File: src/rtl/mon_pkg.sv
package mon_pkg;
    localparam logic [7:0] START_A     = 8'h81;
    localparam logic [7:0] START_B     = 8'h91;
    localparam logic [7:0] START_MASK  = 8'hEF;
    localparam logic [7:0] IDQ_HI      = 8'h80;
    localparam logic [7:0] IDQ_LO      = 8'h00;
    localparam logic [7:0] IDR_LO      = 8'h82;
    localparam logic [7:0] IDLE_BYTE   = 8'hFF;

    localparam logic [1:0] CT_LOCAL    = 2'b00;
    localparam logic [1:0] CT_GLOBAL   = 2'b01;
    localparam logic [1:0] CT_BAD      = 2'b10;
    localparam logic [1:0] CT_RAM      = 2'b11;

    typedef enum logic [2:0] {
        PS_IDLE,
        PS_CMD,
        PS_DATA,
        PS_IDCHK,
        PS_SKIP
    } parse_st_e;
endpackage

File: src/rtl/mon_pair_filter.sv
module mon_pair_filter
    import mon_pkg::*;
(
    input  logic       clk,
    input  logic       rst_n,
    input  logic       frm_stb,
    input  logic       dn_eom,
    input  logic [7:0] dn_byte,
    output logic       acc_vld,
    output logic [7:0] acc_byte
);
    typedef struct packed {
        logic [7:0] cand;
        logic       held;
    } pair_t;

    pair_t r_q, r_d;

    always_comb begin
        r_d      = r_q;
        acc_vld  = 1'b0;
        acc_byte = dn_byte;
        if (frm_stb) begin
            if (dn_eom) begin
                r_d.held = 1'b0;
            end else if (r_q.held && (dn_byte == r_q.cand)) begin
                acc_vld  = 1'b1;
                r_d.held = 1'b0;
            end else begin
                r_d.cand = dn_byte;
                r_d.held = 1'b1;
            end
        end
    end

    always_ff @(posedge clk) begin
        if (!rst_n) r_q <= '0;
        else        r_q <= r_d;
    end

    // an accepted pair leaves no first copy behind
    p_fresh_after_pair_r1: assert property (@(posedge clk) disable iff (!rst_n)
        acc_vld |=> !acc_vld);
    // end-of-message drops a half pair
    p_eom_drops_pair_r7: assert property (@(posedge clk) disable iff (!rst_n)
        (frm_stb && dn_eom) |=> !r_q.held);
endmodule

File: src/rtl/mon_msg_parser.sv
module mon_msg_parser
    import mon_pkg::*;
#(
    parameter int REG_MAX = 4,
    parameter int RAM_MAX = 16
) (
    input  logic       clk,
    input  logic       rst_n,
    input  logic       frm_stb,
    input  logic       dn_eom,
    input  logic       acc_vld,
    input  logic [7:0] acc_byte,
    output logic       cmd_vld,
    output logic [7:0] cmd_byte,
    output logic       cmd_chan_b,
    output logic       data_vld,
    output logic [7:0] data_byte,
    output logic       id_req
);
    localparam int CW = $clog2(RAM_MAX + 1);

    typedef struct packed {
        parse_st_e   st;
        logic        chan;
        logic [CW-1:0] cnt;
        logic [CW-1:0] cap;
        logic        cmd_vld;
        logic [7:0]  cmd;
        logic        cmd_chan;
        logic        data_vld;
        logic [7:0]  data;
        logic        id_req;
    } prs_t;

    prs_t r_q, r_d;

    always_comb begin
        r_d          = r_q;
        r_d.cmd_vld  = 1'b0;
        r_d.data_vld = 1'b0;
        r_d.id_req   = 1'b0;
        if (frm_stb && dn_eom) begin
            r_d.st = PS_IDLE;
        end else if (acc_vld) begin
            case (r_q.st)
                PS_IDLE: begin
                    if ((acc_byte & START_MASK) == START_A) begin
                        r_d.st   = PS_CMD;
                        r_d.chan = acc_byte[4];
                    end else if (acc_byte == IDQ_HI) begin
                        r_d.st = PS_IDCHK;
                    end else begin
                        r_d.st = PS_SKIP;
                    end
                end
                PS_CMD: begin
                    if (acc_byte[6:5] == CT_BAD) begin
                        r_d.st = PS_SKIP;
                    end else begin
                        r_d.st       = PS_DATA;
                        r_d.cmd_vld  = 1'b1;
                        r_d.cmd      = acc_byte;
                        r_d.cmd_chan = (acc_byte[6:5] == CT_GLOBAL) ? 1'b0 : r_q.chan;
                        r_d.cnt      = '0;
                        r_d.cap      = (acc_byte[6:5] == CT_RAM) ? CW'(RAM_MAX) : CW'(REG_MAX);
                    end
                end
                PS_DATA: begin
                    if (r_q.cnt < r_q.cap) begin
                        r_d.data_vld = 1'b1;
                        r_d.data     = acc_byte;
                        r_d.cnt      = r_q.cnt + CW'(1);
                    end else begin
                        r_d.st = PS_SKIP;
                    end
                end
                PS_IDCHK: begin
                    r_d.st     = PS_SKIP;
                    r_d.id_req = (acc_byte == IDQ_LO);
                end
                default: r_d.st = PS_SKIP;
            endcase
        end
    end

    always_ff @(posedge clk) begin
        if (!rst_n) r_q <= '0;
        else        r_q <= r_d;
    end

    assign cmd_vld    = r_q.cmd_vld;
    assign cmd_byte   = r_q.cmd;
    assign cmd_chan_b = r_q.cmd_chan;
    assign data_vld   = r_q.data_vld;
    assign data_byte  = r_q.data;
    assign id_req     = r_q.id_req;

    // the reserved command type never reaches the back end
    p_no_reserved_type_r5: assert property (@(posedge clk) disable iff (!rst_n)
        cmd_vld |-> (cmd_byte[6:5] != CT_BAD));
    // global commands carry no sub-channel
    p_global_chan_zero_r4: assert property (@(posedge clk) disable iff (!rst_n)
        (cmd_vld && cmd_byte[6:5] == CT_GLOBAL) |-> !cmd_chan_b);
    // the data count never passes the cap of its command type
    p_data_cap_r6: assert property (@(posedge clk) disable iff (!rst_n)
        (r_q.st == PS_DATA) |-> (r_q.cnt <= r_q.cap));
    // end-of-message returns to the start-byte state with no pulse
    p_eom_idle_r7: assert property (@(posedge clk) disable iff (!rst_n)
        (frm_stb && dn_eom) |=> (r_q.st == PS_IDLE && !cmd_vld && !data_vld));
endmodule

File: src/rtl/mon_reply_gen.sv
module mon_reply_gen
    import mon_pkg::*;
#(
    parameter int RD_MAX = 16
) (
    input  logic                      clk,
    input  logic                      rst_n,
    input  logic                      frm_stb,
    input  logic                      id_req,
    input  logic                      rsp_start,
    input  logic                      rsp_chan_b,
    input  logic [$clog2(RD_MAX)-1:0] rsp_len,
    input  logic [7:0]                rsp_data,
    output logic                      rsp_rd,
    output logic [7:0]                up_byte
);
    localparam int IW = $clog2(RD_MAX + 1);

    typedef struct packed {
        logic          pend;
        logic          pend_id;
        logic          pend_chan;
        logic [IW-1:0] pend_last;
        logic          busy;
        logic          half;
        logic [IW-1:0] idx;
        logic [IW-1:0] last;
        logic          is_id;
        logic [7:0]    up;
    } rep_t;

    rep_t r_q, r_d;

    always_comb begin
        r_d    = r_q;
        rsp_rd = 1'b0;
        if (frm_stb) begin
            if (!r_q.busy) begin
                if (r_q.pend) begin
                    r_d.busy  = 1'b1;
                    r_d.half  = 1'b0;
                    r_d.idx   = '0;
                    r_d.last  = r_q.pend_last;
                    r_d.is_id = r_q.pend_id;
                    r_d.pend  = 1'b0;
                    if (r_q.pend_id)        r_d.up = IDQ_HI;
                    else if (r_q.pend_chan) r_d.up = START_B;
                    else                    r_d.up = START_A;
                end else begin
                    r_d.up = IDLE_BYTE;
                end
            end else if (!r_q.half) begin
                r_d.half = 1'b1;
            end else if (r_q.idx == r_q.last) begin
                r_d.busy = 1'b0;
                r_d.up   = IDLE_BYTE;
            end else begin
                r_d.idx  = r_q.idx + IW'(1);
                r_d.half = 1'b0;
                if (r_q.is_id) begin
                    r_d.up = IDR_LO;
                end else begin
                    r_d.up = rsp_data;
                    rsp_rd = 1'b1;
                end
            end
        end
        if (!r_q.pend && !r_q.busy) begin
            if (id_req) begin
                r_d.pend      = 1'b1;
                r_d.pend_id   = 1'b1;
                r_d.pend_chan = 1'b0;
                r_d.pend_last = IW'(1);
            end else if (rsp_start) begin
                r_d.pend      = 1'b1;
                r_d.pend_id   = 1'b0;
                r_d.pend_chan = rsp_chan_b;
                r_d.pend_last = IW'(rsp_len) + IW'(1);
            end
        end
    end

    always_ff @(posedge clk) begin
        if (!rst_n) begin
            r_q    <= '0;
            r_q.up <= IDLE_BYTE;
        end else begin
            r_q <= r_d;
        end
    end

    assign up_byte = r_q.up;

    // the first frame of a byte is always followed by a second copy
    p_hold_two_frames_r10: assert property (@(posedge clk) disable iff (!rst_n)
        (frm_stb && r_q.busy && !r_q.half) |=> $stable(up_byte));
    // nothing moves the upstream byte between frames
    p_quiet_between_frames_r10: assert property (@(posedge clk) disable iff (!rst_n)
        !frm_stb |=> $stable(up_byte));
    // idle sequencer shows the idle pattern
    p_idle_pattern_r11: assert property (@(posedge clk) disable iff (!rst_n)
        !r_q.busy |-> (up_byte == IDLE_BYTE));
    // a queued request is not overwritten while it waits
    p_keep_pending_r12: assert property (@(posedge clk) disable iff (!rst_n)
        (r_q.pend && !frm_stb) |=> ($stable(r_q.pend_last) && r_q.pend));
endmodule

File: src/rtl/mon_frame_engine.sv
module mon_frame_engine
    import mon_pkg::*;
#(
    parameter int REG_MAX_BYTES = 4,
    parameter int RAM_MAX_BYTES = 16,
    parameter int RD_MAX_BYTES  = 16
) (
    input  logic                            clk,
    input  logic                            rst_n,
    input  logic                            frm_stb,
    input  logic [7:0]                      dn_byte,
    input  logic                            dn_eom,
    output logic                            cmd_vld,
    output logic [7:0]                      cmd_byte,
    output logic                            cmd_chan_b,
    output logic                            data_vld,
    output logic [7:0]                      data_byte,
    input  logic                            rsp_start,
    input  logic                            rsp_chan_b,
    input  logic [$clog2(RD_MAX_BYTES)-1:0] rsp_len,
    input  logic [7:0]                      rsp_data,
    output logic                            rsp_rd,
    output logic [7:0]                      up_byte
);
    logic       acc_vld;
    logic [7:0] acc_byte;
    logic       id_req;

    mon_pair_filter i_pair (
        .clk      (clk),
        .rst_n    (rst_n),
        .frm_stb  (frm_stb),
        .dn_eom   (dn_eom),
        .dn_byte  (dn_byte),
        .acc_vld  (acc_vld),
        .acc_byte (acc_byte)
    );

    mon_msg_parser #(
        .REG_MAX (REG_MAX_BYTES),
        .RAM_MAX (RAM_MAX_BYTES)
    ) i_parse (
        .clk        (clk),
        .rst_n      (rst_n),
        .frm_stb    (frm_stb),
        .dn_eom     (dn_eom),
        .acc_vld    (acc_vld),
        .acc_byte   (acc_byte),
        .cmd_vld    (cmd_vld),
        .cmd_byte   (cmd_byte),
        .cmd_chan_b (cmd_chan_b),
        .data_vld   (data_vld),
        .data_byte  (data_byte),
        .id_req     (id_req)
    );

    mon_reply_gen #(
        .RD_MAX (RD_MAX_BYTES)
    ) i_reply (
        .clk        (clk),
        .rst_n      (rst_n),
        .frm_stb    (frm_stb),
        .id_req     (id_req),
        .rsp_start  (rsp_start),
        .rsp_chan_b (rsp_chan_b),
        .rsp_len    (rsp_len),
        .rsp_data   (rsp_data),
        .rsp_rd     (rsp_rd),
        .up_byte    (up_byte)
    );

    // a command pulse is always the result of the preceding frame
    p_cmd_after_frame_r3: assert property (@(posedge clk) disable iff (!rst_n)
        cmd_vld |-> $past(frm_stb));
    // data pulses also follow a frame strobe
    p_data_after_frame_r6: assert property (@(posedge clk) disable iff (!rst_n)
        data_vld |-> $past(frm_stb));
endmodule

File: config.mk
export PLATFORM = sky130hd
export DESIGN_NAME = mon_frame_engine
export DESIGN_NICKNAME = d
export VERILOG_FILES = /design/src/rtl/mon_pkg.sv /design/src/rtl/mon_pair_filter.sv /design/src/rtl/mon_msg_parser.sv /design/src/rtl/mon_reply_gen.sv /design/src/rtl/mon_frame_engine.sv
export SDC_FILE = /design/constraint.sdc
export NUM_CORES = 1
export LEC_CHECK = 0
export BUFFER_PORTS_ARGS = -buffer_cell sky130_fd_sc_hd__buf_2
export CORE_ASPECT_RATIO = 1.75
export CORE_UTILIZATION = 28
export CTS_BUF_LIST = sky130_fd_sc_hd__clkbuf_4 sky130_fd_sc_hd__clkbuf_8
export CTS_CLUSTER_SIZE = 12
export DETAILED_ROUTE_END_ITERATION = 8
export PLACE_DENSITY_LB_ADDON = 0.05
export SYNTH_ARGS = -nofsm -noshare
export SYNTH_HDL_FRONTEND = slang
export SYNTH_SLANG_ARGS = --single-unit
File: constraint.sdc
create_clock -name clk -period 1.83 [get_ports clk]
set_clock_uncertainty 0.05 [all_clocks]
set_input_delay 0 -clock clk [delete_from_list [all_inputs] [get_ports clk]]
set_output_delay 0 -clock clk [all_outputs]
set_load 0.03 [all_outputs]
==> reports/results.tsv <==
stage	metric	value	unit
placement	dpl.hpwl	6968	µm
route	ant_nets	0	
die	core_area	12000	µm²
hold_path	hp-class	input pin to flip-flop	
logic_synthesis	synth_area_leader_cell	dfxtp_1	
logic_synthesis	synthesis.nets	424	
setup_path	start_kind	flip-flop	
logic_synthesis	avgSynthCellArea	8.720	µm²
sta	relSlewSlack	0.4543	
sta	timing.final.crit_share	1.014	
cells_and_area	antennaDiodeCount	0	
cells_and_area	fin_nets	513	
sta	worstMarginPinSlew	810.1	ps
route	drt-total-wl	9703	µm
job	maxCapViolCount	0	
grt	track_usage	0.1539	
pwr	leakage	1.991	nW
cells_and_area	layout_common_cells	nand2_1 (69), dfxtp_1 (63), buf_2 (52)	
route	drc	0	
placement	gp_congestion	0.7625	
pwr	p_total	3.278	mW
clocking	cts_tree	yes	
grt	grt_pass1_wl	14930	µm
placement	pre_cts_slack	-81.09	ps
clocking	cts.sinks	69	
die	ioPinCount	54	
logic_synthesis	synth_edf_count	0	
sta	maxSlewViolCount	0	
sta	layout_min_cycle_time	1856	ps
grt	grt-ovfl-total	0	
cells_and_area	areaGrowthSynthToFinish	33.25	%
run_status	status	finished with violations	
route	vias	3042	
setup_path	end_kind	flip-flop	
clocking	clockBufferDepth	2	
logic_synthesis	ys_seq_elements	69	
setup_path	worstPathMaxFanout	8	
logic_synthesis	synthDistinctLibCells	64	
pwr	vdd_drop_max	0.3122	mV
clocking	cts_made_buffers	9	
logic_synthesis	synth.area.top_cells	dfxtp_1 (40%), nand2_1 (7.6%), mux2i_1 (7.3%)	
logic_synthesis	synth.top_cell.area_share	0.4020	
logic_synthesis	synth_seq_area_share	0.4020	
logic_synthesis	syn_inst	394	
clocking	clkTransAtPathRegs	80	ps
cells_and_area	layout-drive-gt1-share	0.3094	
die	start_util	0.2863	
setup_path	cp.required	2060	ps
die	die_h	148.5	µm
grt	grt_pass1_vias	2967	
cells_and_area	final_common_cell	nand2_1	
pwr	p_sw	0.8688	mW
route	drtIter0Drc	58	
logic_synthesis	synth_area	3436	µm²
clocking	cts-htree-levels	3	
pwr	sw_frac_of_total	0.2651	
route	drt_first_pass_iters	4	
clocking	cts_root_buf	clkbuf_8	
clocking	clock_latency	350	ps
die	die_w	85.74	µm
logic_synthesis	synthFlopType	dfxtp_1	
grt	grt_max_degree	37	
die	rows	53	
logic_synthesis	ys_warn_count	0	
cells_and_area	num-fill-cells	1260	
sta	rsz0062_at_grt	true	
route	post_drt_wl_per_cell	14.86	µm
pwr	comb_power_share	0.124	
pwr	p_clk_frac	0.399	
die	die_area	12740	µm²
pwr	p_int	2.409	mW
run_status	violations	negative setup slack	
pwr	power.density	716.0	nW/µm²
sta	tns	-26.31	ps
route	viasPerCell	4.658	
placement	io_buffers	53	
logic_synthesis	async_reset_ff_frac	0	
sta	finalSetupViolations	1	
sta	hold_violations	0	
cells_and_area	utilization	0.3814	
pwr	p_seq_frac	0.477	
grt	antenna_found_initial	0	
setup_path	worstSetupPathType	flip-flop to flip-flop	
setup_path	cp.arrival	2090	ps
sta	fmax	538.7	MHz
sta	timing.final.ws_setup	-26.31	ps
==> power by group through the flow <==
stage               combinational (mW)  clock, mW  sequential (mW)
floorplan                        0.220          0             1.59
global placement                 0.357          0             1.60
detailed placement               0.356          0             1.60
CTS                              0.402       1.36             1.57
global route                     0.448       1.41             1.57
finish                           0.406       1.31             1.56
==> through the flow <==
step	hold slack, ps	cells	area [µm²]
after global placement	236.1	604	3939
after global routing	34.02	653	4578
after floorplan	19.04	394	3436
final	12.19	653	4578
after CTS	7.873	647	4419
after detailed placement	242.4	604	3939
==> sequential cells by signal, indices dropped and copies added, names as in the netlist <==
signal and cells:
i_parse.data_vld 1, i_parse.r_q 11, i_parse.id_req 1, i_pair.r_q 9, i_parse.cmd_byte 8, i_parse.cmd_vld 1
i_parse.data_byte 8, i_reply.r_q 21, i_parse.cmd_chan_b 1, i_reply.up_byte 8
==> area by class of cell <==
cell class / count / area, µm² / area share
multi-input cells: 273 / 1854 / 0.4050
flip-flops and latches: 69 / 1391 / 0.3039
repair buffers: 116 / 873.3 / 0.1908
well taps: 165 / 206.4 / 0.04509
clock buffers: 12 / 152.6 / 0.03334
inverters: 14 / 52.55 / 0.01148
clock inverters: 4 / 47.55 / 0.01039
==> synth_stat cells (5+ instances only) <==
cell / instances
dfxtp_1: 69
nor2_1: 20
o21ai_0: 12
mux2i_1: 25
clkbuf_1: 10
xor2_1: 10
nand3_1: 13
nor3_1: 5
a221o_1: 5
buf_4: 25
a21oi_1: 32
inv_1: 14
nand2b_1: 6
nand2_1: 70
==> critical path: stages (launching register included) <==
cell,delay (ps)
dfxtp_2,340
inv_2,30
a222oi_1,320
buf_4,180
nand4_1,110
buf_6,160
or4_4,470
a21oi_2,130
==> per-layer routing <==
layer  wire length, µm  track usage  vias to the layer above
li1                  -            -                     1530
met1              3764       0.1568                     1451
met2              5486       0.3020                       47
met3               246      0.02386                       14
met4               205      0.06500                        0
met5                 0            0                        -
==> worst paths after layout <==
| check | start | slack (ps) | to | depth (start not counted) |
|---|---|---|---|---|
| worst max-delay path | i_pair.r_q[5] | -30 | i_parse.r_q[33] | 7 |
| worst min-delay path | rsp_len[0] | 10 | i_reply.r_q[22] | 4 |
| worst max register to register | i_pair.r_q[5] | -30 | i_parse.r_q[33] | 7 |
| worst min register to register | i_reply.r_q[25] | 410 | i_reply.r_q[13] | 2 |
==> cell families (layout without fill, tap and decap cells) <==
kind of cell	after synthesis	count (layout)	share of synthesized area
mux	27	27	0.07939
fa+ha+maj	4	4	0.01457
simple gates	151	152	0.2313
flops	69	69	0.4020
compound gates	78	78	0.1537
xor+xnor	12	12	0.03059
buf+inv	53	146	0.08849
==> timing repair <==
| item | CTS | global route |
|---|---|---|
| buffers inserted | 3 | 5 |
| resized for setup | 8 | 22 |
| endpoints found under the hold margin | 38 | 0 |
| setup endpoints to repair | 5 | 16 |
| hold buffers | 24 | 0 |
| cloned | 0 | 1 |
| pin swaps | 3 | 8 |
Power figures use the tool's default switching activity.
